File: src/rtl/kps_pkg.sv
package kps_pkg;

   localparam int EV_ID_W = 7;

   typedef enum logic [2:0] {
      ST_IDLE,
      ST_SCAN,
      ST_EVAL,
      ST_EMIT,
      ST_WAIT
   } scan_state_e;

endpackage

File: src/rtl/kps_sampler.sv
module kps_sampler #(
   parameter  int NROWS = 5,
   parameter  int NCOLS = 5,
   localparam int NKEY  = NROWS * NCOLS,
   localparam int NSLOT = NKEY + NROWS,
   localparam int CI_W  = $clog2(NCOLS)
) (
   input  logic             clk,
   input  logic             rst_n,
   input  logic             capture,
   input  logic [CI_W-1:0]  col_sel,
   input  logic [NROWS-1:0] row_en,
   input  logic [NCOLS-1:0] col_en,
   input  logic [NROWS-1:0] row_in,
   output logic [NSLOT-1:0] raw_slots
);

   for (genvar r = 0; r < NROWS; r++) begin : g_row
      logic [NCOLS-1:0] samp_q;
      logic             grounded;

      always_ff @(posedge clk or negedge rst_n) begin
         if (!rst_n) begin
            samp_q <= '0;
         end else if (capture) begin
            for (int c = 0; c < NCOLS; c++) begin
               if (col_sel == CI_W'(c)) begin
                  samp_q[c] <= row_en[r] & col_en[c] & ~row_in[r];
               end
            end
         end
      end

      // a row low under every enabled column is its grounded extension key
      assign grounded = row_en[r] & (|col_en) & (&(samp_q | ~col_en));

      assign raw_slots[NKEY + r]           = grounded;
      assign raw_slots[r*NCOLS +: NCOLS]   = grounded ? '0 : samp_q;
   end

endmodule

File: src/rtl/kps_debounce.sv
module kps_debounce #(
   parameter int NSLOT = 30
) (
   input  logic             clk,
   input  logic             rst_n,
   input  logic             update,
   input  logic [NSLOT-1:0] raw,
   output logic [NSLOT-1:0] held_q,
   output logic [NSLOT-1:0] held_next,
   output logic             busy
);

   logic [NSLOT-1:0] prev_q;

   // set on two pressed scans, clear on two released scans, else keep
   always_comb begin
      held_next = (raw & prev_q) | (held_q & (raw | prev_q));
   end

   always_ff @(posedge clk or negedge rst_n) begin
      if (!rst_n) begin
         held_q <= '0;
         prev_q <= '0;
      end else if (update) begin
         held_q <= held_next;
         prev_q <= raw;
      end
   end

   assign busy = (|held_q) | (|prev_q);

   for (genvar k = 0; k < NSLOT; k++) begin : g_chk
      p_press_two_scans_r4 : assert property (@(posedge clk) disable iff (!rst_n)
         $rose(held_q[k]) |-> (prev_q[k] && $past(prev_q[k])));
      p_release_two_scans_r4 : assert property (@(posedge clk) disable iff (!rst_n)
         $fell(held_q[k]) |-> (!prev_q[k] && !$past(prev_q[k])));
   end

endmodule

File: src/rtl/kps_emit.sv
module kps_emit
   import kps_pkg::*;
#(
   parameter  int NKEY     = 25,
   parameter  int NGND     = 5,
   parameter  int GND_BASE = 31,
   localparam int NSLOT    = NKEY + NGND
) (
   input  logic               clk,
   input  logic               rst_n,
   input  logic               load,
   input  logic               advance,
   input  logic [NSLOT-1:0]   chg,
   input  logic [NSLOT-1:0]   held,
   output logic               ev_valid,
   output logic [EV_ID_W-1:0] ev_id,
   output logic               ev_state,
   output logic               empty
);

   logic [NSLOT-1:0]   pend_q;
   logic [NSLOT-1:0]   low_bit;
   logic [EV_ID_W-1:0] id_terms [NSLOT];

   // isolate the lowest pending slot: lowest slot is lowest identifier
   assign low_bit  = pend_q & (~pend_q + NSLOT'(1));
   assign empty    = ~|pend_q;
   assign ev_valid = advance & ~empty;
   assign ev_state = |(low_bit & held);

   for (genvar k = 0; k < NSLOT; k++) begin : g_id
      localparam int SLOT_ID = (k < NKEY) ? (k + 1) : (GND_BASE + k - NKEY);
      assign id_terms[k] = low_bit[k] ? EV_ID_W'(SLOT_ID) : '0;
   end

   always_comb begin
      ev_id = '0;
      for (int k = 0; k < NSLOT; k++) begin
         ev_id = ev_id | id_terms[k];
      end
   end

   always_ff @(posedge clk or negedge rst_n) begin
      if (!rst_n) begin
         pend_q <= '0;
      end else if (load) begin
         pend_q <= chg;
      end else if (ev_valid) begin
         pend_q <= pend_q & ~low_bit;
      end
   end

   p_ascending_r5 : assert property (@(posedge clk) disable iff (!rst_n)
      (ev_valid && $past(ev_valid)) |-> (ev_id > $past(ev_id)));

   p_id_range_r6 : assert property (@(posedge clk) disable iff (!rst_n)
      ev_valid |-> ((int'(ev_id) >= 1 && int'(ev_id) <= NKEY) ||
                    (int'(ev_id) >= GND_BASE && int'(ev_id) < GND_BASE + NGND)));

endmodule

File: src/rtl/kps_wait_timer.sv
module kps_wait_timer #(
   parameter  int TICK_CYCLES     = 100000,
   parameter  int WAIT_STEP_TICKS = 10,
   parameter  int SEL_W           = 2,
   localparam int PRE_W           = $clog2(TICK_CYCLES),
   localparam int MAX_TICKS       = (2 ** SEL_W) * WAIT_STEP_TICKS,
   localparam int TK_W            = $clog2(MAX_TICKS + 1)
) (
   input  logic             clk,
   input  logic             rst_n,
   input  logic             start,
   input  logic             run,
   input  logic [SEL_W-1:0] sel,
   output logic             done
);

   if (TICK_CYCLES < 2 || WAIT_STEP_TICKS < 1) begin : g_bad_cfg
      $error("kps_wait_timer: TICK_CYCLES must be >= 2 and WAIT_STEP_TICKS >= 1");
   end

   logic [PRE_W-1:0] pre_q;
   logic [TK_W-1:0]  tk_q;
   logic [SEL_W-1:0] sel_q;
   logic [TK_W-1:0]  limit;
   logic             pre_last;

   assign limit    = TK_W'((int'(sel_q) + 1) * WAIT_STEP_TICKS);
   assign pre_last = (pre_q == PRE_W'(TICK_CYCLES - 1));
   assign done     = run & pre_last & (tk_q == limit - TK_W'(1));

   always_ff @(posedge clk or negedge rst_n) begin
      if (!rst_n) begin
         pre_q <= '0;
         tk_q  <= '0;
         sel_q <= '0;
      end else if (start) begin
         pre_q <= '0;
         tk_q  <= '0;
         sel_q <= sel;
      end else if (run) begin
         if (pre_last) begin
            pre_q <= '0;
            tk_q  <= tk_q + TK_W'(1);
         end else begin
            pre_q <= pre_q + PRE_W'(1);
         end
      end
   end

   p_wait_limit_r3 : assert property (@(posedge clk) disable iff (!rst_n)
      run |-> (tk_q < limit));

endmodule

File: src/rtl/keypad_scanner.sv
module keypad_scanner
   import kps_pkg::*;
#(
   parameter  int NROWS           = 5,
   parameter  int NCOLS           = 5,
   parameter  int GND_BASE        = 31,
   parameter  int TICK_CYCLES     = 100000,
   parameter  int WAIT_STEP_TICKS = 10,
   localparam int NKEY            = NROWS * NCOLS,
   localparam int NSLOT           = NKEY + NROWS,
   localparam int CI_W            = $clog2(NCOLS)
) (
   input  logic               clk,
   input  logic               rst_n,
   input  logic [NROWS-1:0]   row_en,
   input  logic [NCOLS-1:0]   col_en,
   input  logic [1:0]         wait_sel,
   input  logic [NROWS-1:0]   row_in,
   output logic [NCOLS-1:0]   col_drive_low,
   output logic               ev_valid,
   output logic [EV_ID_W-1:0] ev_id,
   output logic               ev_state
);

   if (NROWS < 1 || NCOLS < 2 || NKEY >= GND_BASE || GND_BASE + NROWS > 128) begin : g_bad_cfg
      $error("keypad_scanner: matrix size does not fit the identifier space");
   end

   scan_state_e      state_q;
   logic [CI_W-1:0]  col_q;
   logic [NCOLS-1:0] col_onehot;
   logic [NSLOT-1:0] raw_slots;
   logic [NSLOT-1:0] held_q;
   logic [NSLOT-1:0] held_next;
   logic             busy;
   logic             emit_empty;
   logic             wait_done;
   logic             idle_hit;
   logic             col_last;
   logic             wait_start;

   assign idle_hit   = |(row_en & ~row_in);
   assign col_last   = (col_q == CI_W'(NCOLS - 1));
   assign wait_start = (state_q == ST_EMIT) & emit_empty & busy;

   for (genvar c = 0; c < NCOLS; c++) begin : g_col
      assign col_onehot[c] = (col_q == CI_W'(c));
   end

   always_comb begin
      case (state_q)
         ST_IDLE: col_drive_low = col_en;
         ST_SCAN: col_drive_low = col_en & col_onehot;
         default: col_drive_low = '0;
      endcase
   end

   always_ff @(posedge clk or negedge rst_n) begin
      if (!rst_n) begin
         state_q <= ST_IDLE;
         col_q   <= '0;
      end else begin
         case (state_q)
            ST_IDLE: begin
               if (idle_hit) begin
                  state_q <= ST_SCAN;
                  col_q   <= '0;
               end
            end
            ST_SCAN: begin
               if (col_last) begin
                  state_q <= ST_EVAL;
               end else begin
                  col_q <= col_q + CI_W'(1);
               end
            end
            ST_EVAL: state_q <= ST_EMIT;
            ST_EMIT: begin
               if (emit_empty) begin
                  state_q <= busy ? ST_WAIT : ST_IDLE;
               end
            end
            ST_WAIT: begin
               if (wait_done) begin
                  state_q <= ST_SCAN;
                  col_q   <= '0;
               end
            end
            default: state_q <= ST_IDLE;
         endcase
      end
   end

   kps_sampler #(
      .NROWS (NROWS),
      .NCOLS (NCOLS)
   ) u_sampler (
      .clk       (clk),
      .rst_n     (rst_n),
      .capture   (state_q == ST_SCAN),
      .col_sel   (col_q),
      .row_en    (row_en),
      .col_en    (col_en),
      .row_in    (row_in),
      .raw_slots (raw_slots)
   );

   kps_debounce #(
      .NSLOT (NSLOT)
   ) u_debounce (
      .clk       (clk),
      .rst_n     (rst_n),
      .update    (state_q == ST_EVAL),
      .raw       (raw_slots),
      .held_q    (held_q),
      .held_next (held_next),
      .busy      (busy)
   );

   kps_emit #(
      .NKEY     (NKEY),
      .NGND     (NROWS),
      .GND_BASE (GND_BASE)
   ) u_emit (
      .clk      (clk),
      .rst_n    (rst_n),
      .load     (state_q == ST_EVAL),
      .advance  (state_q == ST_EMIT),
      .chg      (held_next ^ held_q),
      .held     (held_q),
      .ev_valid (ev_valid),
      .ev_id    (ev_id),
      .ev_state (ev_state),
      .empty    (emit_empty)
   );

   kps_wait_timer #(
      .TICK_CYCLES     (TICK_CYCLES),
      .WAIT_STEP_TICKS (WAIT_STEP_TICKS),
      .SEL_W           (2)
   ) u_wait (
      .clk   (clk),
      .rst_n (rst_n),
      .start (wait_start),
      .run   (state_q == ST_WAIT),
      .sel   (wait_sel),
      .done  (wait_done)
   );

   p_scan_start_r1 : assert property (@(posedge clk) disable iff (!rst_n)
      (state_q == ST_IDLE && idle_hit) |=> (state_q == ST_SCAN && col_q == '0));

   p_scan_one_col_r2 : assert property (@(posedge clk) disable iff (!rst_n)
      (state_q != ST_IDLE) |-> ($countones(col_drive_low) <= 1));

   p_events_in_emit_r5 : assert property (@(posedge clk) disable iff (!rst_n)
      ev_valid |-> (state_q == ST_EMIT));

   p_disabled_col_r8 : assert property (@(posedge clk) disable iff (!rst_n)
      (col_drive_low & ~col_en) == '0);

   p_idle_clear_r9 : assert property (@(posedge clk) disable iff (!rst_n)
      (state_q == ST_IDLE && $past(state_q) == ST_EMIT) |-> (held_q == '0));

   for (genvar r = 0; r < NROWS; r++) begin : g_gnd_chk
      p_ground_excl_r7 : assert property (@(posedge clk) disable iff (!rst_n)
         held_q[NKEY + r] |-> (held_q[r*NCOLS +: NCOLS] == '0));
   end

endmodule

File: config.mk
export PLATFORM = sky130hd
export DESIGN_NAME = keypad_scanner
export DESIGN_NICKNAME = d
export VERILOG_FILES = /design/src/rtl/kps_pkg.sv /design/src/rtl/kps_sampler.sv /design/src/rtl/kps_debounce.sv /design/src/rtl/kps_emit.sv /design/src/rtl/kps_wait_timer.sv /design/src/rtl/keypad_scanner.sv
export SDC_FILE = /design/constraint.sdc
export NUM_CORES = 1
export LEC_CHECK = 0
export BUFFER_PORTS_ARGS = -buffer_cell sky130_fd_sc_hd__buf_2
export CORE_MARGIN = 2
export CORE_UTILIZATION = 54
export DETAILED_ROUTE_END_ITERATION = 6
export PLACE_DENSITY_LB_ADDON = 0.2
export SLEW_MARGIN = 10
export SYNTH_ARGS = -nofsm -noshare
export SYNTH_HDL_FRONTEND = slang
export SYNTH_SLANG_ARGS = --single-unit
File: constraint.sdc
create_clock -name clk -period 5.26 [get_ports clk]
set_input_delay 1.578 -clock clk [delete_from_list [all_inputs] [get_ports clk]]
set_output_delay 1.578 -clock clk [all_outputs]
set_load 0.02 [all_outputs]
==> summary.txt, run 1 <==
Run status
  • Status: finished clean

Synthesis
  • Area leader, netlist: dfrtp_1
  • Synth cell types: 70
  • Top post-synthesis cells by area: dfrtp_1 41%, o21ai_0 7.3%, nand2_1 6.1%, nor2b_1 3.8%, a21oi_1 3.4%
  • Top-area cell type share of the netlist area: 41.34%
  • Mapped Area: 8837 µm²
  • Yosys reg bits: 146
  • Synth warn: 0
  • Ys async rst share: 100.0%
  • Synthesized area per cell: 8.244 µm²
  • Cells after synthesis: 1,072
  • Sequential share of the synthesized area: 41.34%
  • Main synth FF type: dfrtp_1
  • Post-synth EDFFs: 0
  • Synthesized Nets: 1,100

Clock network
  • Cts hold-fix bufs: 0
  • H-tree levels: 4
  • CTS Buf Count: 17
  • Cts repair resizes: 0
  • Setup Buffers After CTS: 0
  • CTS root buffer: clkbuf_16
  • CTS tree: done
  • Clk sink count: 146
  • Worst-Skew Late Latency: 430 ps
  • Maximum clock path buffer count: 2
  • Clock-pin slew of the registers on the worst-case setup and hold paths: 70 ps

Timing
  • Slew HR: 25.23%
  • Final hold slack: 482.8 ps
  • Final setup vio count: 0
  • RSZ-0062 raised after global routing: no
  • Setup Skew: 9.370 ps
  • Max Clk Rate: 220.1 MHz
  • Setup TNS Final: 0 ps
  • Period utilization: 86.39%
  • Hold Violations, Final: 0
  • Max Slew Vio Count: 0
  • Worst-Margin Slew: 1119 ps
  • Fin crit period: 4544 ps

Critical path
  • Worst path top cell family by delay: simple AND/OR/NAND/NOR gates
  • Worst path slowest cell: or4_1
  • CP max stage delay: 560 ps
  • CP max FO: 11
  • Startpoint types: register
  • CP endpoint kind: output pin
  • CP cell instances: nor3_2 -> nand4_1 -> or2_1 -> or4_1 -> nand4bb_1 -> buf_2
  • CP bufs+invs: 1
  • CP required: 3680 ps
  • Worst EP arrival: 2970 ps
  • Setup CP Type: reg -> out

GRT
  • Antenna violations before repair: 0
  • Total GRT Usage: 28.27%
  • Largest net degree at the start of global routing: 100
  • Grt total ovfl: 0
  • First-pass GRT wire length: 39.68 mm
  • Vias in the first global route: 7,421

Floorplan
  • Number of I/O pins: 33
  • Core Region: 15,940 µm²
  • Die extent in x: 131.9 µm
  • Die extent in y: 131.9 µm
  • Die footprint: 17,400 µm²
  • Initial Utilization: 55.43%
  • # rows: 46

Placement
  • I/O Buffers: 31
  • Area after DPL: 9116 µm²
  • Post-DP HPWL: 16.73 mm
  • RD Place Congestion: 0.9624

Drt
  • DRC: 0
  • Initial drt markers: 1,106
  • Antenna viol nets, final: 0
  • Routed WL: 24.03 mm
  • Routed vias/inst: 6.231
  • Initial DRT Pass Iterations: 6
  • DR WL/cell: 18.47 µm
  • Vias: 8,107

Finish
  • Post-Route Utilization: 61.18%
  • Most frequent cells in the layout: 146 x dfrtp_1, 143 x nand2_1, 129 x o21ai_0, 70 x nor2_1, 68 x inv_1
  • Commonest non-fill, non-tap cell in the layout: dfrtp_1
  • FF/Latch Area: 3654 µm²
  • Synth-to-Final Area Change: 10.38%
  • Footprint of the multi-input gates: 4711 µm²
  • Proportion of layout cells with a drive suffix above 1: 8.387%
  • Finished layout cell area: 9754 µm²
  • Filler instances: 1,390
  • Fin nets: 1,100
  • N_diodes: 0

Power and ir drop
  • Leak: 3.919 nW
  • Maximum VDD drop: 0.0003774 V
  • PD cells: 625.0 nW/µm²

Run
  • Max cap viols: 0

Worst hold path
  • Hold WC Path Type: reg -> reg
-- synth_stat cells (4+ instances only) --
cell type / instances
a2111oi_2: 4
a21boi_1: 4
a21oi_1: 60
a22o_1: 6
a2bb2oi_1: 5
a31oi_1: 37
and2_1: 6
and3_1: 6
buf_2: 6
buf_4: 4
clkbuf_1: 46
dfrtp_1: 146
ha_1: 9
inv_1: 68
mux2i_1: 25
nand2_1: 143
nand2b_1: 4
nand3_1: 22
nand3b_1: 5
nand4_1: 22
nand4b_1: 7
nor2_1: 70
nor2b_1: 54
nor3_1: 17
nor4_1: 36
nor4b_1: 5
nor4bb_1: 6
o211ai_1: 5
o21ai_0: 129
o21ai_1: 9
o21bai_1: 6
o22ai_1: 18
o311ai_0: 7
or3_1: 9
xor2_1: 7
-- through the flow --
step | total power, W | cells | setup slack [ps]
floorplan | 0.003892 | 1072 | 1363
global placement | 0.004653 | 1269 | 1268
detailed placement | 0.004703 | 1269 | 1195
CTS | 0.006038 | 1301 | 731.7
global route | 0.006505 | 1301 | 530.7
finish | 0.006096 | 1301 | 716.1
-- metal layers --
| metal | routed length [µm] | global-route usage (%) | vias to the layer above |
|---|---|---|---|
| li1 | - | - | 3879 |
| met1 | 11070 | 41.58 | 3850 |
| met2 | 10710 | 42.19 | 331 |
| met3 | 1626 | 4.575 | 47 |
| met4 | 619 | 10.27 | 0 |
| met5 | 0 | 0 | - |
-- kinds of logic (layout without fill, tap and decap cells) --
group	Yosys count	count (layout)	synth area share, %
AO/OA/AOI/OAI	317	317	21.51
XOR/XNOR	8	8	0.7929
adder cells (fa/ha/maj)	9	9	1.274
buffers and inverters	125	138	5.564
flip-flops	146	146	41.34
multiplexers	27	27	3.171
other	1	1	0.04243
AND/OR/NAND/NOR	439	439	26.31
-- layout make-up --
type	instances	share of cell area, %
timing repair buffer	38	2.322
inverter	68	2.617
clock inverter	11	1.821
clock buffer	21	4.720
sequential	146	37.46
tap	216	2.771
multi-input combinational	801	48.29
-- worst reg2reg max path, cell delays in order (launching register included) --
cell and delay [ps]:
dfrtp_1 460, nor3_2 360, nand4_1 460, or2_1 420, nor4_4 270, buf_4 360, mux2_4 340
-- sequential cells by signal, indices dropped and copies added (netlist names) --
signal                  count
u_debounce.held_q          30
u_debounce.prev_q          30
u_emit.pend_q              30
u_sampler.g_row.samp_q     25
u_wait.pre_q               17
u_wait.tk_q                 6
col_q                       3
state_q                     3
u_wait.sel_q                2
-- report_power, final --
group	switching [W]	internal, W
Combinational	0.00168	0.000995
Sequential	0.000585	0.00152
Clock	0.000492	0.000824
-- worst paths after layout --
kind / start / to / slack (ps) / depth (start not counted)
max in group asynchronous: rst_n / u_wait.sel_q[0] / 3230 / 2
worst max register to register: u_emit.pend_q[3] / u_wait.sel_q[0] / 2470 / 6
worst min-delay path: u_sampler.g_row[4].samp_q[2] / u_sampler.g_row[4].samp_q[2] / 480 / 2
worst max-delay path: u_emit.pend_q[3] / ev_id[4] / 720 / 6
min in group asynchronous: rst_n / u_debounce.held_q[21] / 1230 / 1
worst min register to register: u_sampler.g_row[4].samp_q[2] / u_sampler.g_row[4].samp_q[2] / 480 / 2
Note: power is estimated with default switching activity, not from simulation.
==> inputs of run 2 (changes only) <==
BUFFER_PORTS_ARGS = unset   (was -buffer_cell sky130_fd_sc_hd__buf_2)
DONT_BUFFER_PORTS = 1   (was unset)
==> run 2 against run 1 <==
Maximum frequency fell by 1.1%. Register-to-register slack lost 600 ps. Via count is 1.5% lower. Hold slack gained 6.6 ps. Combinational power shrank 5%. Sequential share of layout area up 0.77 points. First-iteration DRC count fell by 9.6%. Critical path type unchanged. Largest cell class unchanged.
==> summary.txt, run 2 (synthesis results as in run 1) <==
Run status
  • Status: finished clean

Drt
  • Routed vias/inst: 6.290
  • DRC: 0
  • Vias: 7,982
  • DR WL/cell: 18.73 µm
  • Initial DRT Pass Iterations: 5
  • Initial drt markers: 1,000
  • Routed WL: 23.76 mm
  • Antenna viol nets, final: 0

Clock network
  • CTS tree: done
  • Clk sink count: 146
  • Worst-Skew Late Latency: 430 ps
  • H-tree levels: 4
  • Setup Buffers After CTS: 0
  • CTS Buf Count: 17
  • Cts repair resizes: 0
  • Clock-pin slew of the registers on the worst-case setup and hold paths: 60 ps
  • Maximum clock path buffer count: 2
  • Cts hold-fix bufs: 0
  • CTS root buffer: clkbuf_16

Critical path
  • CP required: 3680 ps
  • CP max FO: 11
  • CP max stage delay: 570 ps
  • CP endpoint kind: output pin
  • Startpoint types: register
  • Setup CP Type: reg -> out
  • Worst EP arrival: 3020 ps
  • CP cell instances: nor2_1 -> nand4_1 -> or2_1 -> or4_1 -> nand4bb_1
  • Worst path slowest cell: or4_1

Timing
  • Fin crit period: 4596 ps
  • Max Clk Rate: 217.6 MHz
  • Setup TNS Final: 0 ps
  • Max Slew Vio Count: 0
  • Slew HR: 27.04%
  • RSZ-0062 raised after global routing: no
  • Post-route setup slack: 664.3 ps
  • Final setup vio count: 0
  • Hold Violations, Final: 0
  • Worst-Margin Slew: 1092 ps
  • Setup Skew: 13.47 ps
  • Period utilization: 87.37%

GRT
  • First-pass GRT wire length: 38.92 mm
  • Grt total ovfl: 0
  • Total GRT Usage: 27.90%
  • Largest net degree at the start of global routing: 147
  • Antenna violations before repair: 0
  • Vias in the first global route: 7,127

Finish
  • Proportion of layout cells with a drive suffix above 1: 5.793%
  • Synth-to-Final Area Change: 8.141%
  • Fin nets: 1,068
  • N_diodes: 0
  • Commonest non-fill, non-tap cell in the layout: dfrtp_1
  • Largest regs: u_debounce.held_q x30, u_debounce.prev_q x30, u_emit.pend_q x30
  • Filler instances: 1,389
  • Most frequent cells in the layout: 146 x dfrtp_1, 143 x nand2_1, 129 x o21ai_0, 70 x nor2_1, 68 x inv_1

Floorplan
  • Number of I/O pins: 33
  • Die footprint: 17,400 µm²
  • Die extent in x: 131.9 µm
  • Die extent in y: 131.9 µm
  • Core Region: 15,940 µm²
  • Initial Utilization: 55.43%
  • # rows: 46

Power and ir drop
  • Sw frac: 45.71%
  • Clock network power share: 21.5%
  • Leak: 3.764 nW
  • PD cells: 620.7 nW/µm²
  • Logic gate share of total power: 43.0%
  • Sequential share of power: 35.5%
  • Sw Pwr: 0.002712 W
  • Maximum VDD drop: 0.0003256 V
  • Int Power: 0.003220 W

Placement
  • Post-DP HPWL: 16.47 mm
  • I/O Buffers: 0
  • RD Place Congestion: 0.9300
  • DP Worst Slack: 1197 ps

Run
  • Max cap viols: 0

Worst hold path
  • Hold WC Path Type: reg -> reg
## run 2: power groups by stage
stage	Sequential (W)	Combinational [W]	Clock (W)
global placement	0.00208	0.00245	0
CTS	0.00208	0.00251	0.00130
finish	0.00210	0.00255	0.00128
floorplan	0.00185	0.00205	0
global route	0.00216	0.00283	0.00134
detailed placement	0.00209	0.00249	0
## run 2: routing by layer
metal	GRT usage [%]	up-vias	routed length, µm
met5	0	-	0
met4	7.186	0	395
met3	6.344	38	1638
met2	41.70	296	10690
met1	41.06	3843	11040
li1	-	3805	-
## run 2: metrics by stage
step                      std cells  cell area, µm²  util [%]  total power (W)  hold slack [ps]
after floorplan                1072            8837         -         0.003892            449.8
after global placement         1237            8935     56.04         0.004530            461.5
after detailed placement       1237            8935     56.04         0.004579            478.7
after CTS                      1269            9557     59.94         0.005881            493.4
after global routing           1269            9557     59.94         0.006326            516.1
final                          1269            9557     59.94         0.005932            489.4
## run 2: path summary, 6_finish.rpt
check	end	cells past startpoint	startpoint	slack, ps
setup / recovery	ev_id[4]	5	u_emit.pend_q[6]	660
hold / removal	u_sampler.g_row[4].samp_q[0]	2	u_sampler.g_row[4].samp_q[0]	490
setup reg to reg	u_wait.sel_q[1]	6	u_emit.pend_q[6]	1870
hold reg to reg	u_sampler.g_row[4].samp_q[0]	2	u_sampler.g_row[4].samp_q[0]	490
max in group asynchronous	u_emit.pend_q[17]	0	rst_n	4170
min in group asynchronous	u_debounce.held_q[22]	0	rst_n	840
## run 2: critical path: cells and delay by family, from the launching register on
family	cells	cell delay, ps
and+or+nand+nor	5	2150
DFF	1	440
## run 2: final cells by class
type                            count  area, µm²  area share, %
Multi-Input combinational cell    801       4711          49.29
Inverter                           68      255.2          2.671
Sequential cell                   146       3654          38.23
Timing Repair Buffer                6      45.04         0.4713
Clock inverter                     12      155.1          1.623
Tap cell                          216      270.3          2.828
Clock buffer                       20      466.7          4.883
